$ cat config.mk
export PLATFORM = sky130hd
export DESIGN_NAME = vic_top
export DESIGN_NICKNAME = d
export VERILOG_FILES = /design/src/rtl/vic_pkg.sv /design/src/rtl/vic_src_regs.sv /design/src/rtl/vic_arbiter.sv /design/src/rtl/vic_level_stack.sv /design/src/rtl/vic_disable_timer.sv /design/src/rtl/vic_top.sv
export SDC_FILE = /design/constraint.sdc
export NUM_CORES = 1
export LEC_CHECK = 0
export ABC_AREA = 1
export BUFFER_PORTS_ARGS = -buffer_cell sky130_fd_sc_hd__buf_2
export CAP_MARGIN = 20
export CORE_ASPECT_RATIO = 1.2
export CORE_MARGIN = 8
export CORE_UTILIZATION = 45
export DETAILED_ROUTE_END_ITERATION = 12
export SLEW_MARGIN = 30
export SYNTH_ARGS = -nofsm -noshare
export SYNTH_HDL_FRONTEND = slang
export SYNTH_SLANG_ARGS = --single-unit
$ cat constraint.sdc
create_clock -name clk -period 52.5 [get_ports clk]
set_input_delay 10.5 -clock clk [delete_from_list [all_inputs] [get_ports clk]]
set_output_delay 10.5 -clock clk [all_outputs]
set_load 0.03 [all_outputs]
$ cat src/rtl/vic_pkg.sv
package vic_pkg;
  localparam int WADDR_W = 6;
  localparam int WDATA_W = 16;
  localparam int LVL_W   = 4;
  localparam int PRIO_W  = 3;
  localparam int VEC_W   = 6;

  localparam int PRIO_MAX = (1 << PRIO_W) - 1;

  // register word addresses
  localparam int A_FLAG0 = 0;
  localparam int A_EN0   = 4;
  localparam int A_PRIO0 = 16;
  localparam int A_CTRL  = 32;
  localparam int A_LVL   = 33;
  localparam int A_WIN   = 34;

  localparam int SRC_PER_WORD  = 16;
  localparam int SRC_PER_PWORD = 4;
  localparam int PFIELD_W      = 4;

  typedef struct packed {
    logic             valid;
    logic [VEC_W-1:0] vec;
    logic [LVL_W-1:0] lvl;
  } pick_t;
endpackage

$ cat src/rtl/vic_src_regs.sv
module vic_src_regs
  import vic_pkg::*;
#(
  parameter int NSRC = 41
) (
  input  logic                          clk,
  input  logic                          rst,
  input  logic [NSRC-1:0]               src_evt,
  input  logic                          wr_en,
  input  logic [WADDR_W-1:0]            wr_addr,
  input  logic [WDATA_W-1:0]            wr_data,
  output logic [NSRC-1:0]               flag_q,
  output logic [NSRC-1:0]               en_q,
  output logic [NSRC-1:0][PRIO_W-1:0]   prio_q
);
  for (genvar i = 0; i < NSRC; i++) begin : g_src
    localparam int FW = i / SRC_PER_WORD;
    localparam int FB = i % SRC_PER_WORD;
    localparam int PW = i / SRC_PER_PWORD;
    localparam int PB = (i % SRC_PER_PWORD) * PFIELD_W;

    logic flag_wr, en_wr, prio_wr;
    assign flag_wr = wr_en && (wr_addr == WADDR_W'(A_FLAG0 + FW));
    assign en_wr   = wr_en && (wr_addr == WADDR_W'(A_EN0 + FW));
    assign prio_wr = wr_en && (wr_addr == WADDR_W'(A_PRIO0 + PW));

    always_ff @(posedge clk) begin
      if (rst) begin
        flag_q[i] <= 1'b0;
        en_q[i]   <= 1'b0;
        prio_q[i] <= '0;
      end else begin
        if (src_evt[i])   flag_q[i] <= 1'b1;
        else if (flag_wr) flag_q[i] <= wr_data[FB];
        if (en_wr)        en_q[i]   <= wr_data[FB];
        if (prio_wr)      prio_q[i] <= wr_data[PB +: PRIO_W];
      end
    end

    // an event always leaves the flag set
    p_flag_set_r1: assert property (@(posedge clk) disable iff (rst)
      src_evt[i] |=> flag_q[i]) else $error("flag not set by event");
    // without a write to its word the flag cannot fall
    p_flag_hold_r1: assert property (@(posedge clk) disable iff (rst)
      (flag_q[i] && !flag_wr) |=> flag_q[i]) else $error("flag fell without write");
  end
endmodule

$ cat src/rtl/vic_arbiter.sv
module vic_arbiter
  import vic_pkg::*;
#(
  parameter int NSRC    = 41,
  parameter int VEC_OFS = 8
) (
  input  logic [NSRC-1:0]             flag_q,
  input  logic [NSRC-1:0]             en_q,
  input  logic [NSRC-1:0][PRIO_W-1:0] prio_q,
  input  logic [LVL_W-1:0]            cpu_lvl,
  input  logic                        block_all,
  input  logic                        mask_low,
  output pick_t                       pick
);
  logic              found;
  logic [PRIO_W-1:0] best_p;
  logic [VEC_W-1:0]  best_i;
  logic              elig;

  // linear scan, strict greater-than keeps the lowest index on ties
  always_comb begin
    found  = 1'b0;
    best_p = '0;
    best_i = '0;
    elig   = 1'b0;
    for (int i = 0; i < NSRC; i++) begin
      elig = flag_q[i] && en_q[i] && (prio_q[i] != '0)
             && (LVL_W'(prio_q[i]) > cpu_lvl)
             && !(mask_low && (prio_q[i] != PRIO_W'(PRIO_MAX)));
      if (elig && (!found || prio_q[i] > best_p)) begin
        found  = 1'b1;
        best_p = prio_q[i];
        best_i = VEC_W'(i);
      end
    end
    pick.valid = found && !block_all;
    pick.vec   = best_i + VEC_W'(VEC_OFS);
    pick.lvl   = LVL_W'(best_p);
  end
endmodule

$ cat src/rtl/vic_level_stack.sv
module vic_level_stack
  import vic_pkg::*;
#(
  parameter int DEPTH = 4
) (
  input  logic             clk,
  input  logic             rst,
  input  logic             push,
  input  logic [LVL_W-1:0] push_lvl,
  input  logic             pop,
  input  logic             sw_wr,
  input  logic [LVL_W-1:0] sw_lvl,
  input  logic             sw_lock,
  output logic [LVL_W-1:0] cpu_lvl,
  output logic             full,
  output logic             in_service
);
  localparam int DW = $clog2(DEPTH + 1);
  localparam int IW = (DEPTH > 1) ? $clog2(DEPTH) : 1;

  logic [LVL_W-1:0] stk [DEPTH];
  logic [DW-1:0]    depth;
  logic [IW-1:0]    wr_idx, rd_idx;

  assign wr_idx     = IW'(depth);
  assign rd_idx     = IW'(depth - DW'(1));
  assign full       = (depth == DW'(DEPTH));
  assign in_service = (depth != '0);

  // storage without reset so it may map onto RAM
  always_ff @(posedge clk) begin
    if (push && !full) stk[wr_idx] <= cpu_lvl;
  end

  always_ff @(posedge clk) begin
    if (rst) begin
      cpu_lvl <= '0;
      depth   <= '0;
    end else if (push && !full) begin
      cpu_lvl <= push_lvl;
      depth   <= depth + DW'(1);
    end else if (pop && in_service) begin
      cpu_lvl <= stk[rd_idx];
      depth   <= depth - DW'(1);
    end else if (sw_wr && !sw_lock) begin
      cpu_lvl <= sw_lvl;
    end
  end

  p_depth_bound_r9: assert property (@(posedge clk) disable iff (rst)
    depth <= DW'(DEPTH)) else $error("stack depth overrun");
  p_push_service_r5: assert property (@(posedge clk) disable iff (rst)
    (push && !full) |=> in_service) else $error("no in-service after push");
  p_lock_r7: assert property (@(posedge clk) disable iff (rst)
    (sw_wr && sw_lock && !push && !pop) |=> $stable(cpu_lvl)) else $error("locked level changed");
endmodule

$ cat src/rtl/vic_disable_timer.sv
module vic_disable_timer #(
  parameter int CNT_W = 16
) (
  input  logic             clk,
  input  logic             rst,
  input  logic             load,
  input  logic [CNT_W-1:0] load_val,
  input  logic             tick,
  output logic             active
);
  logic [CNT_W-1:0] count;

  assign active = (count != '0);

  always_ff @(posedge clk) begin
    if (rst)                 count <= '0;
    else if (load)           count <= load_val;
    else if (tick && active) count <= count - CNT_W'(1);
  end

  p_tick_dec_r8: assert property (@(posedge clk) disable iff (rst)
    (tick && active && !load) |=> (count == $past(count) - CNT_W'(1))) else $error("window did not count");
  p_reload_r8: assert property (@(posedge clk) disable iff (rst)
    load |=> (count == $past(load_val))) else $error("window reload lost");
endmodule

$ cat src/rtl/vic_top.sv
module vic_top
  import vic_pkg::*;
#(
  parameter int              NSRC        = 41,
  parameter int              STACK_DEPTH = 4,
  parameter int              CNT_W       = 16,
  parameter int              VEC_OFS     = 8,
  parameter int              FETCH_W     = 24,
  parameter logic [FETCH_W-1:0] PRI_BASE = 24'h000004,
  parameter logic [FETCH_W-1:0] ALT_OFS  = 24'h000080
) (
  input  logic               clk,
  input  logic               rst,
  input  logic [NSRC-1:0]    src_evt,
  input  logic               wr_en,
  input  logic [5:0]         wr_addr,
  input  logic [15:0]        wr_data,
  input  logic               ack,
  input  logic               ret,
  input  logic               instr_ret,
  output logic               irq_valid,
  output logic [5:0]         irq_vec,
  output logic [3:0]         irq_lvl,
  output logic [FETCH_W-1:0] irq_addr,
  output logic [3:0]         cpu_lvl,
  output logic [5:0]         stat_vec,
  output logic [3:0]         stat_lvl,
  output logic               in_service,
  output logic               win_active
);
  localparam logic [FETCH_W-1:0] ALT_BASE = PRI_BASE + ALT_OFS;

  logic [NSRC-1:0]             flag_q, en_q;
  logic [NSRC-1:0][PRIO_W-1:0] prio_q;
  logic                        nonest_q, alt_q;
  logic                        stk_full;
  logic                        ack_fire;
  pick_t                       pick;
  logic [FETCH_W-1:0]          tbl_base;

  vic_src_regs #(.NSRC(NSRC)) u_regs (
    .clk(clk), .rst(rst), .src_evt(src_evt),
    .wr_en(wr_en), .wr_addr(wr_addr), .wr_data(wr_data),
    .flag_q(flag_q), .en_q(en_q), .prio_q(prio_q)
  );

  always_ff @(posedge clk) begin
    if (rst) begin
      nonest_q <= 1'b0;
      alt_q    <= 1'b0;
    end else if (wr_en && wr_addr == WADDR_W'(A_CTRL)) begin
      nonest_q <= wr_data[0];
      alt_q    <= wr_data[1];
    end
  end

  vic_arbiter #(.NSRC(NSRC), .VEC_OFS(VEC_OFS)) u_arb (
    .flag_q(flag_q), .en_q(en_q), .prio_q(prio_q), .cpu_lvl(cpu_lvl),
    .block_all((nonest_q && in_service) || stk_full),
    .mask_low(win_active), .pick(pick)
  );

  assign ack_fire = ack && irq_valid && !ret;

  vic_level_stack #(.DEPTH(STACK_DEPTH)) u_stack (
    .clk(clk), .rst(rst), .push(ack_fire), .push_lvl(irq_lvl), .pop(ret),
    .sw_wr(wr_en && wr_addr == WADDR_W'(A_LVL)), .sw_lvl(wr_data[LVL_W-1:0]),
    .sw_lock(nonest_q), .cpu_lvl(cpu_lvl), .full(stk_full), .in_service(in_service)
  );

  vic_disable_timer #(.CNT_W(CNT_W)) u_win (
    .clk(clk), .rst(rst), .load(wr_en && wr_addr == WADDR_W'(A_WIN)),
    .load_val(CNT_W'(wr_data)), .tick(instr_ret), .active(win_active)
  );

  assign tbl_base = alt_q ? ALT_BASE : PRI_BASE;

  // registered offer; dropped for one cycle after acceptance
  always_ff @(posedge clk) begin
    if (rst) begin
      irq_valid <= 1'b0;
      irq_vec   <= '0;
      irq_lvl   <= '0;
      irq_addr  <= '0;
      stat_vec  <= '0;
      stat_lvl  <= '0;
    end else begin
      irq_valid <= pick.valid && !ack_fire;
      irq_vec   <= pick.vec;
      irq_lvl   <= pick.lvl;
      irq_addr  <= tbl_base + FETCH_W'({pick.vec, 1'b0});
      if (ack_fire) begin
        stat_vec <= irq_vec;
        stat_lvl <= irq_lvl;
      end
    end
  end

  p_valid_above_r2: assert property (@(posedge clk) disable iff (rst)
    irq_valid |-> (irq_lvl > $past(cpu_lvl))) else $error("offer not above level");
  p_ack_level_r5: assert property (@(posedge clk) disable iff (rst)
    ack_fire |=> (cpu_lvl == $past(irq_lvl))) else $error("level not raised");
  p_ack_drop_r5: assert property (@(posedge clk) disable iff (rst)
    ack_fire |=> !irq_valid) else $error("offer held after ack");
  p_nonest_block_r7: assert property (@(posedge clk) disable iff (rst)
    (nonest_q && in_service) |=> !irq_valid) else $error("nested under no-nest");
  p_window_mask_r8: assert property (@(posedge clk) disable iff (rst)
    win_active |=> (!irq_valid || irq_lvl == LVL_W'(PRIO_MAX))) else $error("low level in window");
  p_full_block_r9: assert property (@(posedge clk) disable iff (rst)
    stk_full |=> !irq_valid) else $error("offer with full stack");
endmodule

# == Yosys cells after proc, flatten, opt, wreduce, memory -nomap -nowiden ==
# Memory sizes are Yosys's and may differ from the RTL's.
# Index checks and enable logic that the tools add are counted.
# op_classes
order_cmp,81
n_mul,0
n_bitwise,0
n_eq_ne,61
n_addsub,5
n_shift,0
n_reduce_logical,489
div_mod_pow,0
mux,214
# ops
cell,n
logical AND 1 bit,274
> comparator 3 x 4 -> 1 bit,41
2-to-1 mux 3 bit,47
nonzero test 3 bit,43
2-to-1 mux 1 bit,126
inequality test 3 bit (second input constant),41
> comparator 3 bit,40
logical NOT 1 bit,86
nonzero test 2 bit,43
2-to-1 mux 5 bit,16
== test 6 x 5 -> 1 bit (second input constant),11
2-to-1 mux 6 bit,9
2-to-1 mux 4 bit,11
logical OR 1 bit,41
2-to-1 mux 16 bit,2
== test 6 x 3 -> 1 bit (second input constant),3
== test 6 bit (second input constant),3
nonzero test 16 bit,1
subtractor 16 x 1 -> 16 bit (second input constant),1
adder 8 x 7 -> 9 bit,1
2-to-1 mux 8 bit,1
adder 6 x 4 -> 6 bit (second input constant),1
== test 6 x 1 -> 1 bit (second input constant),1
== test 6 x 2 -> 1 bit (second input constant),1
5 further kinds,6
# word_totals
mem_bits_rw,16
elab_cells,986
romBits,0
mem_count,1
out_inout_bits,51
ff_bits,275
latchBits,0
in_bits,69
# memory_table
name,depth,width,read_ports,rd_clocked_by_memory_dff,write_ports,line,rtl
u_stack.stk,4,4,1,0,1,vic_level_stack.sv:21,logic [LVL_W-1:0] stk [DEPTH];

# == Depth between registers and ports, before layout ==
# depth
word_depth,167
depth_mapped,398

# == Modules after synthesis ==
# From an unflattened synthesis, not the netlist that was laid out.
# unflattened
cells_unflattened,3118
area_unflattened_um2,20917.6
# modules_own_cells
module,cells_each,instances,area_each_um2
vic_arbiter,1463,1,9166.3
vic_src_regs,1158,1,8194.1
vic_top,159,1,1217.4
vic_disable_timer,216,1,1189.9
vic_level_stack,122,1,1149.9

# == Least setup slack after synthesis ==
# OpenSTA, ideal clock, no wires.
# synth_path
path_type,register to register
start,register u_stack.cpu_lvl[0]
end,register irq_addr[7]
setup_slack_ps,9390
path_stages_with_launch,373
arrival_ps,43046
path_cell_list,dfxtp_1 ha_1 nand3_1 nand3_1 nor2_1 nand2_1 nor2_1 inv_1 ha_1 a21oi_1 o21ai_0 nand2_1 nand3_1 nand2_2 nand2_1 nand2_1 inv_1 ha_1 (+337 left out) nand2_1 nand3_1 and2_1 ha_1 nand2_1 o21ai_0 nand2_1 nand2_1 nand2_1 buf_2 nand2_1 inv_2 ha_1 inv_1 nand3_1 nand2_1 inv_1 nor2_1
# synth_lines
element,line,rtl
start: declaration,vic_level_stack.sv:14,"output logic [LVL_W-1:0] cpu_lvl,"
start signal: assignment,vic_level_stack.sv:40,cpu_lvl <= push_lvl;
start signal: assignment,vic_level_stack.sv:43,cpu_lvl <= stk[rd_idx];
start signal: assignment,vic_level_stack.sv:46,cpu_lvl <= sw_lvl;
end signal: assignment,vic_top.sv:91,"irq_addr <= tbl_base + FETCH_W'({pick.vec, 1'b0});"
end: declaration,vic_top.sv:24,"output logic [FETCH_W-1:0] irq_addr,"

# == Worst setup path in the final report ==
# layout_path
start,register u_stack.cpu_lvl[1]
end,register irq_addr[7]
# layout_between
elab_chain_cells,166
word_cells_on_any_way,405
cone_classes,2 x add/sub; 81 x order compare; 120 x mux; 202 x reduce/logical
# layout_rtl
element,line,rtl
> comparator 3 x 4 -> 1 bit,vic_arbiter.sv:28,&& (LVL_W'(prio_q[i]) > cpu_lvl)
logical AND 1 bit,vic_arbiter.sv:28,
logical AND 1 bit,vic_arbiter.sv:29,&& !(mask_low && (prio_q[i] != PRIO_W'(PRIO_MAX)));
2-to-1 mux 3 bit / 2-to-1 mux 1 bit (equally long branches),vic_arbiter.sv:30,if (elig && (!found || prio_q[i] > best_p)) begin
> comparator 3 bit / logical NOT 1 bit (equally long branches),vic_arbiter.sv:30,
logical OR 1 bit,vic_arbiter.sv:30,
logical AND 1 bit,vic_arbiter.sv:30,
2-to-1 mux 3 bit / 2-to-1 mux 1 bit (equally long branches),vic_arbiter.sv:30,
(+150 left out),-,
logical AND 1 bit,vic_arbiter.sv:30,
2-to-1 mux 3 bit / 2-to-1 mux 1 bit (equally long branches),vic_arbiter.sv:30,
> comparator 3 bit / logical NOT 1 bit (equally long branches),vic_arbiter.sv:30,
logical OR 1 bit,vic_arbiter.sv:30,
logical AND 1 bit,vic_arbiter.sv:30,
2-to-1 mux 6 bit *,vic_arbiter.sv:30,
adder 6 x 4 -> 6 bit *,vic_arbiter.sv:37,pick.vec = best_i + VEC_W'(VEC_OFS);
adder 8 x 7 -> 9 bit *,vic_top.sv:91,
# Every way passes the cells marked *; elsewhere a longest branch is shown, timed or not.
# A chain may end at the register's enable or synchronous reset.

==> run metrics <==
run status complete, no violations; CTS H-tree lvls 1; Core ar. 0.04176 mm^2; Critical Path RT 52.99 ns; Synth cell types 59; crit end category flip-flop; CTS tree yes; gpl congestion 0.8916; Remaining DRCs 0; Clk Latency, worst-skew pair 0.55 ns; GRT Overall Usage 0.2403; final max-slew violation count 0; skew final 0.009341 ns; deepest clock path buffer count 3; slowest cell on the critical path dfxtp_2; die height 241.5 um; sequential element share of the synthesized area 0.2940; die area 0.04924 mm^2; syn avg cell area 7.151 um^2; Post-synth EDFFs 16; top_reg_cell synth dfxtp_1; DRT Wirelength 60940 um; IO buf count 101; largest net degree at the start of global routing 102; P_leak 10.19 nW; fmax 0.02136 GHz; VDD IR max 0.00005640 V; power per cell area 31.73 mW/mm^2; crit path kind flip-flop to flip-flop; initial core utilization 0.4566; share of cells above drive strength 1 0.1269; std cell rows 82; Mapped Area 0.01907 mm^2; number of global-route vias before repair 18000; Routed Antenna Nets 0; Fin Setup TNS 0 ns; CTS buffer count 29; # nets final 3028; crit start category flip-flop; WL per Instance 18.42 um; Worst EP arrival 47.31 ns; share of flip-flops with an asynchronous set or reset 0; fin crit share 0.8919; Final Setup Violations 0; global-route wire length before repair 95650 um; hold_ws 0.4686 ns; number of max-cap violations 0; CTS root buffer clkbuf_16; grt ovf 0; DPL Wire Length 43870 um; total chip power 0.6706 mW; Syn Inst Count 2666; clk sinks 272; Via Count 18630; Syn. warnings 0; Final Instance Count excl. Fillers 3308; largest stage delay on the critical path 0.41 ns; register bit total from synthesis 272; placed cell count 3251; crit path time final 46.83 ns; Vias/cell 5.630; Initial DRT Pass Iterations 6; Hold Violations, Final 0; fillers 4072; clock-pin transition on the worst setup and hold timing paths 0.07 ns; final instance area 0.02113 mm^2; die width 203.9 um; worst hold-check path type flip-flop to flip-flop; Worst Tran Pin Value 1.105 ns; dpl cell area 0.02006 mm^2; DRT iter0 DRCs 1209; Top Ports 120; CP max FO 26; most frequent CP cell nand2_1; worst rel slew slack 0.2627; P&R area growth vs syn 10.85%; antenna violations before repair 4
state kept, by name, indices dropped and copies added, names as in the netlist, 3 cells and up:
name / cells
u_regs.prio_q: 123
stat_lvl: 3
stat_vec: 6
u_stack.stk: 16
u_win.count: 16
u_regs.en_q: 41
irq_vec: 6
u_stack.cpu_lvl: 4
u_stack.depth: 3
irq_addr: 7
irq_lvl: 3
u_regs.flag_q: 41
power breakdown:
group | switching [mW] | internal, mW | leakage [nW]
Clock | 0.0899 | 0.131 | 0.495
Sequential | 0.0103 | 0.219 | 2.23
Combinational | 0.145 | 0.0750 | 7.46
Total | 0.245 | 0.425 | 10.2
worst paths after layout:
path / from / endpoint / slack [ns] / cells after the start
max: u_stack.cpu_lvl[1] / irq_addr[7] / 5.67 / 367
min: u_regs.flag_q[0] / u_regs.flag_q[0] / 0.47 / 2
max reg2reg: u_stack.cpu_lvl[1] / irq_addr[7] / 5.67 / 367
min reg2reg: u_regs.flag_q[0] / u_regs.flag_q[0] / 0.47 / 2
cell families after synthesis:
group                    count (synthesis)  share of synthesized area
flip-flops                             272                     0.2940
XOR/XNOR                                13                   0.005972
AND/OR/NAND/NOR                        976                     0.2441
other                                    1                  0.0001967
buffers and inverters                  400                    0.08413
AO/OA/AOI/OAI                          780                     0.2248
adder cells (fa/ha/maj)                223                     0.1463
multiplexers                             1                  0.0005250
cell usage in the layout, fill, tap and decap left out, types with 5 or more instances in the layout:
cell / n
buf_2: 101
a21o_1: 7
o22ai_1: 5
a21oi_1: 293
bufinv_16: 5
nand2_4: 33
clkbuf_16: 29
a211oi_1: 19
a221oi_1: 8
nor2_1: 189
clkinv_2: 5
o311ai_0: 11
a31oi_1: 44
nor4_1: 7
nand2_1: 411
and2_1: 5
o2111ai_1: 9
o211ai_1: 5
inv_1: 281
o21ai_1: 42
edfxtp_1: 16
dfxtp_1: 253
conb_1: 18
nand3_1: 139
nand2_2: 69
buf_4: 26
xor2_1: 8
o21bai_1: 20
ha_1: 223
or2_2: 7
clkinv_1: 5
nor3_1: 46
nand4_1: 20
inv_2: 5
xnor2_1: 5
o21ai_0: 290
nand3_2: 32
worst max-delay path: cells and delay by family (launching register included):
family | cells | cell delay [ns]
and+or+nand+nor | 181 | 16.41
DFF | 1 | 0.41
muxes | 1 | 0.26
AOI/OAI and AO/OA | 100 | 14.51
adders and majority gates | 42 | 12.56
buffers and inverters | 43 | 2.52
metal layers:
metal / track usage / share of wire / up-vias
met5: 0 / 0 / -
met4: 0.09459 / 0.034 / 0
met3: 0.02475 / 0.047 / 126
met2: 0.4178 / 0.48 / 474
met1: 0.3024 / 0.44 / 8743
li1: - / - / 9282
synthesized netlist by cell type (all sizes together) (7+ instances only):
library cell  number  area share
or2                9      0.0030
o311ai            11      0.0051
inv              289       0.057
o21ai            336       0.089
o2111ai            9      0.0041
nor2             195       0.039
nand2            513        0.12
xor2               8      0.0037
edfxtp            16       0.025
nand3            171       0.053
nor4               9      0.0033
a31oi             44       0.014
a221oi             8      0.0037
a211oi            19      0.0075
dfxtp            256        0.27
o21bai            20      0.0079
ha               223        0.15
a21oi            295       0.078
nor3              50       0.014
nand4             20      0.0066
clkbuf            79       0.016
buf               27       0.010
a21o               7      0.0028
area by class of cell:
class,count,area (um^2),area share
Clock buffer,35,778.2,0.03682
Tap cell,546,683.2,0.03232
Multi-Input combinational cell,2011,11990,0.5672
Antenna cell,4,10.01,0.0004736
Timing Repair Buffer,128,714.4,0.03381
Sequential cell,272,5609,0.2654
Inverter,294,1114,0.05269
Clock inverter,18,239.0,0.01131
metrics by stage:
step	util	setup slack, ns
detailed placement	0.4803	3.463
global route	0.5061	-0.01255
floorplan	-	9.390
CTS	0.5047	3.323
finish	0.5061	5.673
global placement	0.4800	5.734
timing repair:
action | 4_1_cts | 5_1_grt
endpoints found under the setup margin | 0 | 16
hold buffers | 0 | 0
setup buffers | 0 | 0
endpoints found under the hold margin | 0 | 0
gates resized for setup | 0 | 56
(Power assumes the default switching activity.)
